`config.mk`:
```
export PLATFORM = sky130hd
export DESIGN_NAME = alarm_match_unit
export DESIGN_NICKNAME = d
export VERILOG_FILES = /design/src/rtl/alm_pkg.sv /design/src/rtl/alm_field_regs.sv /design/src/rtl/alm_matcher.sv /design/src/rtl/alarm_match_unit.sv
export SDC_FILE = /design/constraint.sdc
export NUM_CORES = 1
export LEC_CHECK = 0
export CAP_MARGIN = 20
export CORE_MARGIN = 5
export CORE_UTILIZATION = 30
export CTS_CLUSTER_SIZE = 30
export DETAILED_ROUTE_END_ITERATION = 8
export DONT_BUFFER_PORTS = 1
export MAX_ROUTING_LAYER = met4
export PLACE_DENSITY = 0.55
export REMOVE_ABC_BUFFERS = 1
export SLEW_MARGIN = 20
export SYNTH_ARGS = -nofsm -noshare
export SYNTH_HDL_FRONTEND = slang
export SYNTH_SLANG_ARGS = --single-unit
```
`constraint.sdc`:
```
create_clock -name clk -period 2.2 [get_ports clk]
set_input_delay 0.66 -clock clk [delete_from_list [all_inputs] [get_ports clk]]
set_output_delay 0.66 -clock clk [all_outputs]
set_load 0.05 [all_outputs]
```
`src/rtl/alm_pkg.sv`:
```
package alm_pkg;
  localparam int DATA_W   = 8;
  localparam int N_FIELDS = 6;
  localparam int N_ALM    = 2;
  localparam int FLAG_LSB = 5;
  localparam int SEC_W    = 7;
  localparam int MIN_W    = 7;
  localparam int HOUR_W   = 6;
  localparam int DATE_W   = 6;
  localparam int MONTH_W  = 5;
  localparam int DOW_W    = 3;
  localparam logic [2:0] OFF_CENTURY = 3'd7;
  localparam logic [DATA_W-1:0] CENTURY_VAL = 8'h20;

  typedef enum logic [2:0] {
    F_SEC = 3'd0, F_MIN = 3'd1, F_HOUR = 3'd2,
    F_DATE = 3'd3, F_MONTH = 3'd4, F_DOW = 3'd5
  } fld_e;

  // Writable bits of a field register: enable in bit 7 plus the value width.
  function automatic logic [DATA_W-1:0] fld_mask(input int idx);
    int w;
    case (idx)
      0: w = SEC_W;
      1: w = MIN_W;
      2: w = HOUR_W;
      3: w = DATE_W;
      4: w = MONTH_W;
      default: w = DOW_W;
    endcase
    fld_mask = (DATA_W'(1) << (DATA_W - 1)) | ((DATA_W'(1) << w) - DATA_W'(1));
  endfunction
endpackage

```
`src/rtl/alm_field_regs.sv`:
```
module alm_field_regs
  import alm_pkg::*;
#(
  parameter int DW = DATA_W,
  parameter int NF = N_FIELDS
) (
  input  logic            clk,
  input  logic            rst,
  input  logic            wr_en,
  input  logic [2:0]      wr_off,
  input  logic [DW-1:0]   wr_data,
  output logic [NF*DW-1:0] regs_flat
);
  for (genvar f = 0; f < NF; f++) begin : g_fld
    localparam logic [DW-1:0] MASK = fld_mask(f);
    logic [DW-1:0] r;
    always_ff @(posedge clk) begin
      if (rst) r <= '0;
      else if (wr_en && wr_off == 3'(f)) r <= wr_data & MASK;
    end
    assign regs_flat[f*DW +: DW] = r;
    assert_mask_R2: assert property (@(posedge clk) disable iff (rst)
      1'b1 |=> ((r & ~MASK) == '0));
  end
endmodule

```
`src/rtl/alm_matcher.sv`:
```
module alm_matcher
  import alm_pkg::*;
#(
  parameter int DW = DATA_W,
  parameter int NF = N_FIELDS
) (
  input  logic             clk,
  input  logic             rst,
  input  logic             tick,
  input  logic [NF*DW-1:0] regs_flat,
  input  logic [NF*DW-1:0] cur_flat,
  input  logic             clr,
  output logic             flag
);
  logic [NF-1:0] en, eq;
  logic any_en, hit, prev_hit;

  for (genvar f = 0; f < NF; f++) begin : g_cmp
    logic [DW-1:0] val;
    assign en[f]  = regs_flat[f*DW + DW - 1];
    assign val    = regs_flat[f*DW +: DW] & {1'b0, {(DW-1){1'b1}}};
    assign eq[f]  = (val == cur_flat[f*DW +: DW]);
  end

  assign any_en = |en;
  assign hit    = any_en && (&(~en | eq));

  always_ff @(posedge clk) begin
    if (rst) begin
      prev_hit <= 1'b0;
      flag     <= 1'b0;
    end else begin
      if (tick) prev_hit <= hit;
      if (tick && hit && !prev_hit) flag <= 1'b1;
      else if (clr)                 flag <= 1'b0;
    end
  end

  assert_no_enable_R4: assert property (@(posedge clk) disable iff (rst)
    (!any_en && !flag) |=> !flag);
  assert_tick_only_R6: assert property (@(posedge clk) disable iff (rst)
    (!tick && !flag) |=> !flag);
  assert_once_R7: assert property (@(posedge clk) disable iff (rst)
    (tick && prev_hit && !flag) |=> !flag);
  assert_sticky_R8: assert property (@(posedge clk) disable iff (rst)
    (flag && !clr) |=> flag);
endmodule

```
`src/rtl/alarm_match_unit.sv`:
```
module alarm_match_unit
  import alm_pkg::*;
#(
  parameter int ADDR_W = 5
) (
  input  logic               clk,
  input  logic               rst,
  input  logic               sec_tick,
  input  logic [SEC_W-1:0]   cur_sec,
  input  logic [MIN_W-1:0]   cur_min,
  input  logic [HOUR_W-1:0]  cur_hour,
  input  logic [DATE_W-1:0]  cur_date,
  input  logic [MONTH_W-1:0] cur_month,
  input  logic [DOW_W-1:0]   cur_dow,
  input  logic [ADDR_W-1:0]  bus_addr,
  input  logic               wr_en,
  input  logic [DATA_W-1:0]  wr_data,
  input  logic               rd_en,
  output logic [DATA_W-1:0]  rd_data,
  output logic [N_ALM-1:0]   alarm_flag,
  output logic               irq_n
);
  localparam int RW = N_FIELDS * DATA_W;
  localparam logic [ADDR_W-1:0] ADDR_CTRL = ADDR_W'(16);
  localparam logic [ADDR_W-1:0] ADDR_STAT = ADDR_W'(17);

  logic [RW-1:0] cur_flat;
  logic [N_ALM-1:0][RW-1:0] regs_all;
  logic [N_ALM-1:0] irq_en;
  logic [2:0] off;
  logic in_alarm_area;
  logic [DATA_W-1:0] rd_nxt;

  assign cur_flat = {DATA_W'(cur_dow), DATA_W'(cur_month), DATA_W'(cur_date),
                     DATA_W'(cur_hour), DATA_W'(cur_min), DATA_W'(cur_sec)};
  assign off = bus_addr[2:0];
  assign in_alarm_area = (bus_addr >> 4) == '0;

  for (genvar a = 0; a < N_ALM; a++) begin : g_alm
    logic set_wr, clr;
    assign set_wr = wr_en && in_alarm_area && (bus_addr[3] == a[0]) &&
                    (off < 3'(N_FIELDS));
    assign clr    = wr_en && (bus_addr == ADDR_STAT) && wr_data[FLAG_LSB + a];

    alm_field_regs #(.DW(DATA_W), .NF(N_FIELDS)) u_regs (
      .clk(clk), .rst(rst), .wr_en(set_wr), .wr_off(off),
      .wr_data(wr_data), .regs_flat(regs_all[a]));

    alm_matcher #(.DW(DATA_W), .NF(N_FIELDS)) u_match (
      .clk(clk), .rst(rst), .tick(sec_tick), .regs_flat(regs_all[a]),
      .cur_flat(cur_flat), .clr(clr), .flag(alarm_flag[a]));
  end

  always_ff @(posedge clk) begin
    if (rst) irq_en <= '0;
    else if (wr_en && bus_addr == ADDR_CTRL) irq_en <= wr_data[N_ALM-1:0];
  end

  always_ff @(posedge clk) begin
    if (rst) irq_n <= 1'b1;
    else     irq_n <= ~|(alarm_flag & irq_en);
  end

  always_comb begin
    rd_nxt = '0;
    if (in_alarm_area) begin
      if (off < 3'(N_FIELDS))    rd_nxt = regs_all[bus_addr[3]][off*DATA_W +: DATA_W];
      else if (off == OFF_CENTURY) rd_nxt = CENTURY_VAL;
    end else if (bus_addr == ADDR_CTRL) begin
      rd_nxt = DATA_W'(irq_en);
    end else if (bus_addr == ADDR_STAT) begin
      rd_nxt = DATA_W'(alarm_flag) << FLAG_LSB;
    end
  end

  always_ff @(posedge clk) begin
    if (rst)        rd_data <= '0;
    else if (rd_en) rd_data <= rd_nxt;
  end

  assert_century_R3: assert property (@(posedge clk) disable iff (rst)
    (rd_en && in_alarm_area && off == OFF_CENTURY) |=> rd_data == CENTURY_VAL);
  assert_irq_low_R9: assert property (@(posedge clk) disable iff (rst)
    (|(alarm_flag & irq_en)) |=> !irq_n);
  assert_irq_high_R9: assert property (@(posedge clk) disable iff (rst)
    (alarm_flag == '0) |=> irq_n);
endmodule

```
; ---- Word-level counts from Yosys, hierarchy flattened
; Index checks and enable logic that the tools add are counted.
[word_totals]
reg_bits = 95
latchBits = 0
ramBits = 0
mem_bits_ro = 0
input_bits = 52
output_inout_bits = 11
wordCells = 98
mem_count = 0
[op_classes]
n_addsub = 0
n_mul = 0
n_div = 0
n_lt_le_gt_ge = 2
n_eq_ne = 20
n_shift = 1
n_mux = 11
bitwise = 6
reduce_logical = 39
[ops]
columns = op, count
row1 = 48-bit two-way mux, 2
row2 = 48-bit by 7-bit indexed part select with 8-bit output, 1
row3 = 7-bit == test, 4
row4 = 1-bit logical AND, 27
row5 = 6-bit == test, 4
row6 = 8-bit two-way mux, 2
row7 = 7-bit two-way mux, 2
row8 = 6-bit NOT, 2
row9 = 6-bit OR, 2
row10 = 6-bit AND reduction, 2
row11 = 6-bit OR reduction, 2
row12 = 5-bit == test, 2
row13 = "5-bit == test, second input constant", 2
row14 = "3-bit == test, second input constant", 3
row15 = "3-bit by 2-bit == test with 1-bit output, second input constant", 2
row16 = 3-bit == test, 2
row17 = 6-bit two-way mux, 1
row18 = 5-bit logical NOT, 1
row19 = 1-bit two-way mux, 4
row20 = 2-bit nonzero test, 2
row21 = "3-bit by 1-bit == test with 1-bit output, second input constant", 1
row22 = 1-bit logical NOT, 3
row23 = 3-bit logical NOT, 1
row24 = "3-bit less-than comparator, second input constant", 1
row25 = other kinds (4), 4

; ---- Depth between registers and ports, before layout
[depth]
ltp_word = 7
mapped_depth = 8

; ---- Hierarchy
; Synthesis repeated with hierarchy kept, for this count alone.
[unflattened]
cells_unflattened = 604
area_unflattened_um2 = 6017.0
[by_module_without_submodules]
columns = module, instances, cells_per_inst, area_each_um2, seq_area_each_um2
row1 = alm_field_regs, 2, 157, 1722.9, 800.8
row2 = alarm_match_unit, 1, 140, 1360.1, 220.2
row3 = alm_matcher, 2, 75, 605.6, 40.0

; ---- Worst setup path before layout
; OpenSTA, ideal clock, no wires.
[synth_path]
path_kind = in2reg
start = input bus_addr[0]
end = register rd_data[7]
t_arrival_ns = 1.814
required_time_ns = 2.068
slack_ns = 0.254
stages = 6
path_buffers = 2
cell_sequence = buf_6 > buf_12 > mux4_2 > mux2_2 > o21ai_1 > a21oi_1
[synth_via]
elab_chain_len = 3
elab_cells_between_ends = 4
cone_classes = order compare (1) / shift (1) / mux (2)
[synth_lines]
columns = item, line_no
row1 = start: declaration, alarm_match_unit.sv:15  ; input logic [ADDR_W-1:0] bus_addr,
row2 = 48-bit by 7-bit indexed part select with 8-bit output or 3-bit less-than comparator (tied branches), alarm_match_unit.sv:67  ; if (off < 3'(N_FIELDS)) rd_nxt = regs_all[bus_addr[3]][off*DATA_W +: DATA_W];
row3 = 8-bit two-way mux (*), alarm_match_unit.sv:67
row4 = 8-bit two-way mux (*), alarm_match_unit.sv:66  ; if (in_alarm_area) begin
row5 = end signal: assignment, alarm_match_unit.sv:78  ; else if (rd_en) rd_data <= rd_nxt;
row6 = end: declaration, alarm_match_unit.sv:19  ; output logic [DATA_W-1:0] rd_data,
; Every way passes the cells marked *; elsewhere a longest branch is shown, timed or not.
; A chain may end at the register's enable or synchronous reset.

; ---- Worst setup path after layout
[layout_path]
start = register g_alm[0].u_match.flag
end = output alarm_flag[0]
[layout_rtl]
columns = item, line_no
row1 = start: declaration, alm_matcher.sv:13  ; output logic flag
row2 = start signal: assignment, alm_matcher.sv:31  ; flag <= 1'b0;
row3 = start signal: assignment, alm_matcher.sv:34  ; if (tick && hit && !prev_hit) flag <= 1'b1;
row4 = start signal: assignment, alm_matcher.sv:35  ; else if (clr) flag <= 1'b0;
row5 = end: declaration, alarm_match_unit.sv:20  ; output logic [N_ALM-1:0] alarm_flag,
; No word-level cell between the ends.

==> run_results.csv <==
group,metric,value,unit
status,outcome,"finished clean",
finish,fin_nets,616,
clock_tree,path_clk_slew,70,ps
critical_path,worst_ep_required_time,1540,ps
sta,period_share,79.5,%
die,die_w,140,um
clock_tree,cts_tree,"built",
critical_path,reg2reg_slack,470,ps
logic_synthesis,synth_compound_area_share,12.0,%
place,dpl-instance-area,5240,um2
detailed_routing,ant_nets,0,
global_route,grt_pass1_wl,25200,um
finish,fill_cells,1741,
hold_path,hp-class,"in -> reg",
finish,drive_gt1_share,8.61,%
run,cap_viol_max_count,0,
detailed_routing,dr.pass1.iters,5,
logic_synthesis,synth_top_area_share,37.3,%
logic_synthesis,ys_ff_latch,95,
place,globalplace.congestion,0.893,
logic_synthesis,ys_types,44,
critical_path,reg2reg_to,"g_alm[0].u_match.flag",
critical_path,regToRegStartpoint,"g_alm[0].u_regs.g_fld[1].r[6]",
clock_tree,cts_hold_buf,0,
critical_path,rr_worst_depth,5,
clock_tree,cts_resized,0,
logic_synthesis,synth_fa_ha_area_share,0,%
global_route,grt_start_max_net_pins,97,
logic_synthesis,synth_edf_count,0,
global_route,grt_util_all_layers,17.0,%
power,irDropWorstVdd,0.363,mV
sta,slew_viol_final,0,
clock_tree,clock-sinks,95,
logic_synthesis,synthXorXnorAreaFrac,11.7,%
sta,hold_violations,0,
critical_path,path_class,"reg -> out",
die,initial_utilization,30.7,%
logic_synthesis,synth_flop_cell,"dfxtp_1",
logic_synthesis,synth_mux_area_share,12.4,%
sta,fin_ws,451,ps
critical_path,worstSetupEndpoint,"alarm_flag[0]",
place,dpl.cell_count,773,
die,coreArea,16600,um2
global_route,grt_pass1_vias,4245,
logic_synthesis,yosys.area_share.simple,21.7,%
critical_path,cp-end-kind,"output pin",
finish,layout.cells.non_filler,789,
finish,antenna_cells,0,
critical_path,cp.arrival,1090,ps
detailed_routing,drc,0,
logic_synthesis,syn-instance-count,586,
sta,final.setup_skew,9.72,ps
logic_synthesis,syn_area,5100,um2
logic_synthesis,syn_area_per_cell,8.71,um2
logic_synthesis,ys_seq_area_share,37.3,%
logic_synthesis,synth.area.top_cells,"dfxtp_1 (37%), xnor2_1 (7.6%), nand3_1 (6.9%)",
logic_synthesis,yosys-top-cells-count,"dfxtp_1 (95), nand2_1 (83), nand3_1 (70)",
critical_path,critPathLaunchType,"flop",
clock_tree,post_cts_buffers,0,
global_route,antenna_found_initial,0,
detailed_routing,wire_per_inst,20.3,um
logic_synthesis,synth_top_family_by_area,"simple AND/OR/NAND/NOR gates",
power,powerDensity,630,nW/um2
detailed_routing,vias_per_cell,5.37,
place,port_buffers,0,
clock_tree,insertion_delay,350,ps
sta,grt_setup_unrepaired,"false",
logic_synthesis,async_flop_share,0,%
detailed_routing,drtIter0Drc,400,
clock_tree,h-tree-depth,3,
die,rows,47,
finish,syn2layout_area_growth,8.11,%
clock_tree,cts-root-buf,"clkbuf_16",
clock_tree,cts_buffers,9,
place,dp_hpwl,11700,um
logic_synthesis,yosys.cell_count.top_type,"dfxtp_1",
power,finalPower,0.00348,W
detailed_routing,vias,4236,
sta,fmax,572,MHz
die,boundaryPins,63,
global_route,overflow,0,
sta,period_needed,1750,ps
die,die_area,19700,um2
die,chipHeight,140,um
clock_tree,cts_buffer_depth,2,
critical_path,worstPathMaxFanout,4,
logic_synthesis,yosysTopAreaCell,"dfxtp_1",
critical_path,crit_start,"g_alm[0].u_match.flag",
sta,worst_pin_slew,643,ps
place,dp_slack,187,ps
power,p_leak,1.81,nW
logic_synthesis,ys_warn_count,0,
sta,setup_viol,0,
detailed_routing,drt-total-wl,16000,um
sta,slew_headroom,57.0,%
critical_path,cp.depth,0,
finish,final_cell_area,5520,um2
-- layer usage --
layer	track usage (%)	vias up	routed length (um)
li1	-	2024	-
met1	20.8	2044	6860
met2	26.3	144	7410
met3	6.41	24	1440
met4	4.74	0	274
met5	-	-	0
-- cell families (layout without fill, tap and decap cells) --
| kind of cell | count (synthesis) | count (layout) |
|---|---|---|
| muxes | 42 | 42 |
| buffers and inverters | 46 | 29 |
| and+or+nand+nor | 232 | 232 |
| AOI/OAI and AO/OA | 103 | 103 |
| xor gates and xnor gates | 68 | 68 |
| DFF | 95 | 95 |
-- per-stage QoR --
step                util [%]  TNS (ps)  hold slack, ps
global placement        31.5         0             432
detailed placement      31.5         0             437
global route            33.2         0             374
CTS                     33.2         0             373
finish                  33.2         0             397
floorplan                  -     -4420             418
-- layout by cell type, fill, tap and decap left out, types with 3 or more instances in the layout --
| cell | instances |
|---|---|
| dfxtp_1 | 95 |
| nand2_1 | 83 |
| nand3_1 | 70 |
| a21oi_1 | 67 |
| xnor2_1 | 44 |
| nor2_1 | 31 |
| mux2i_1 | 24 |
| xor2_1 | 24 |
| mux4_2 | 13 |
| buf_4 | 12 |
| nand4_1 | 10 |
| nand2b_1 | 9 |
| o31ai_1 | 9 |
| nor2b_1 | 9 |
| clkbuf_16 | 9 |
| nand3b_1 | 5 |
| a211oi_1 | 5 |
| nor4_1 | 4 |
| o41ai_1 | 4 |
| mux4_1 | 3 |
| o21bai_1 | 3 |
-- power by group --
part / leakage [nW] / internal [W] / switching [W]
Combinational: 0.913 / 0.000108 / 0.0000994
Sequential: 0.767 / 0.00174 / 0.0000367
Clock: 0.136 / 0.000826 / 0.000671
-- flip-flops by register name (all words and copies together) (netlist names) --
name                    cells
g_alm.u_match.prev_hit      2
g_alm.u_regs.g_fld.r       80
rd_data                     8
irq_en                      2
g_alm.u_match.flag          2
irq_n                       1
-- how the worst min path moves through the flow --
stage	to	start	slack, ps	cells past startpoint
after CTS	g_alm[0].u_regs.g_fld[3].r[2]	rst	370	1
after floorplan	g_alm[0].u_match.flag	g_alm[0].u_match.prev_hit	420	1
final	g_alm[0].u_regs.g_fld[3].r[2]	rst	400	1
after detailed placement	g_alm[0].u_match.flag	g_alm[0].u_match.prev_hit	440	1
after global placement	g_alm[0].u_match.flag	g_alm[0].u_match.prev_hit	430	1
after global routing	g_alm[0].u_regs.g_fld[1].r[3]	rst	370	1
-- final cells by class --
| type | instances | area (um2) | share of cell area [%] |
|---|---|---|---|
| Multi-Input combinational cell | 445 | 2950 | 53.5 |
| Sequential cell | 95 | 1900 | 34.5 |
| Tap cell | 220 | 275 | 4.99 |
| Clock buffer | 13 | 260 | 4.72 |
| Timing Repair Buffer | 13 | 110 | 2.00 |
| Clock inverter | 3 | 17.5 | 0.317 |
-- worst reg2reg max path, cell delays in order, from the launching register on --
cell and delay [ps]:
dfxtp_1 340, xnor2_1 320, nand4_1 210, o41ai_1 340, nand4_1 190, o31ai_1 250
No activity file was read; power rests on OpenSTA's default activity.
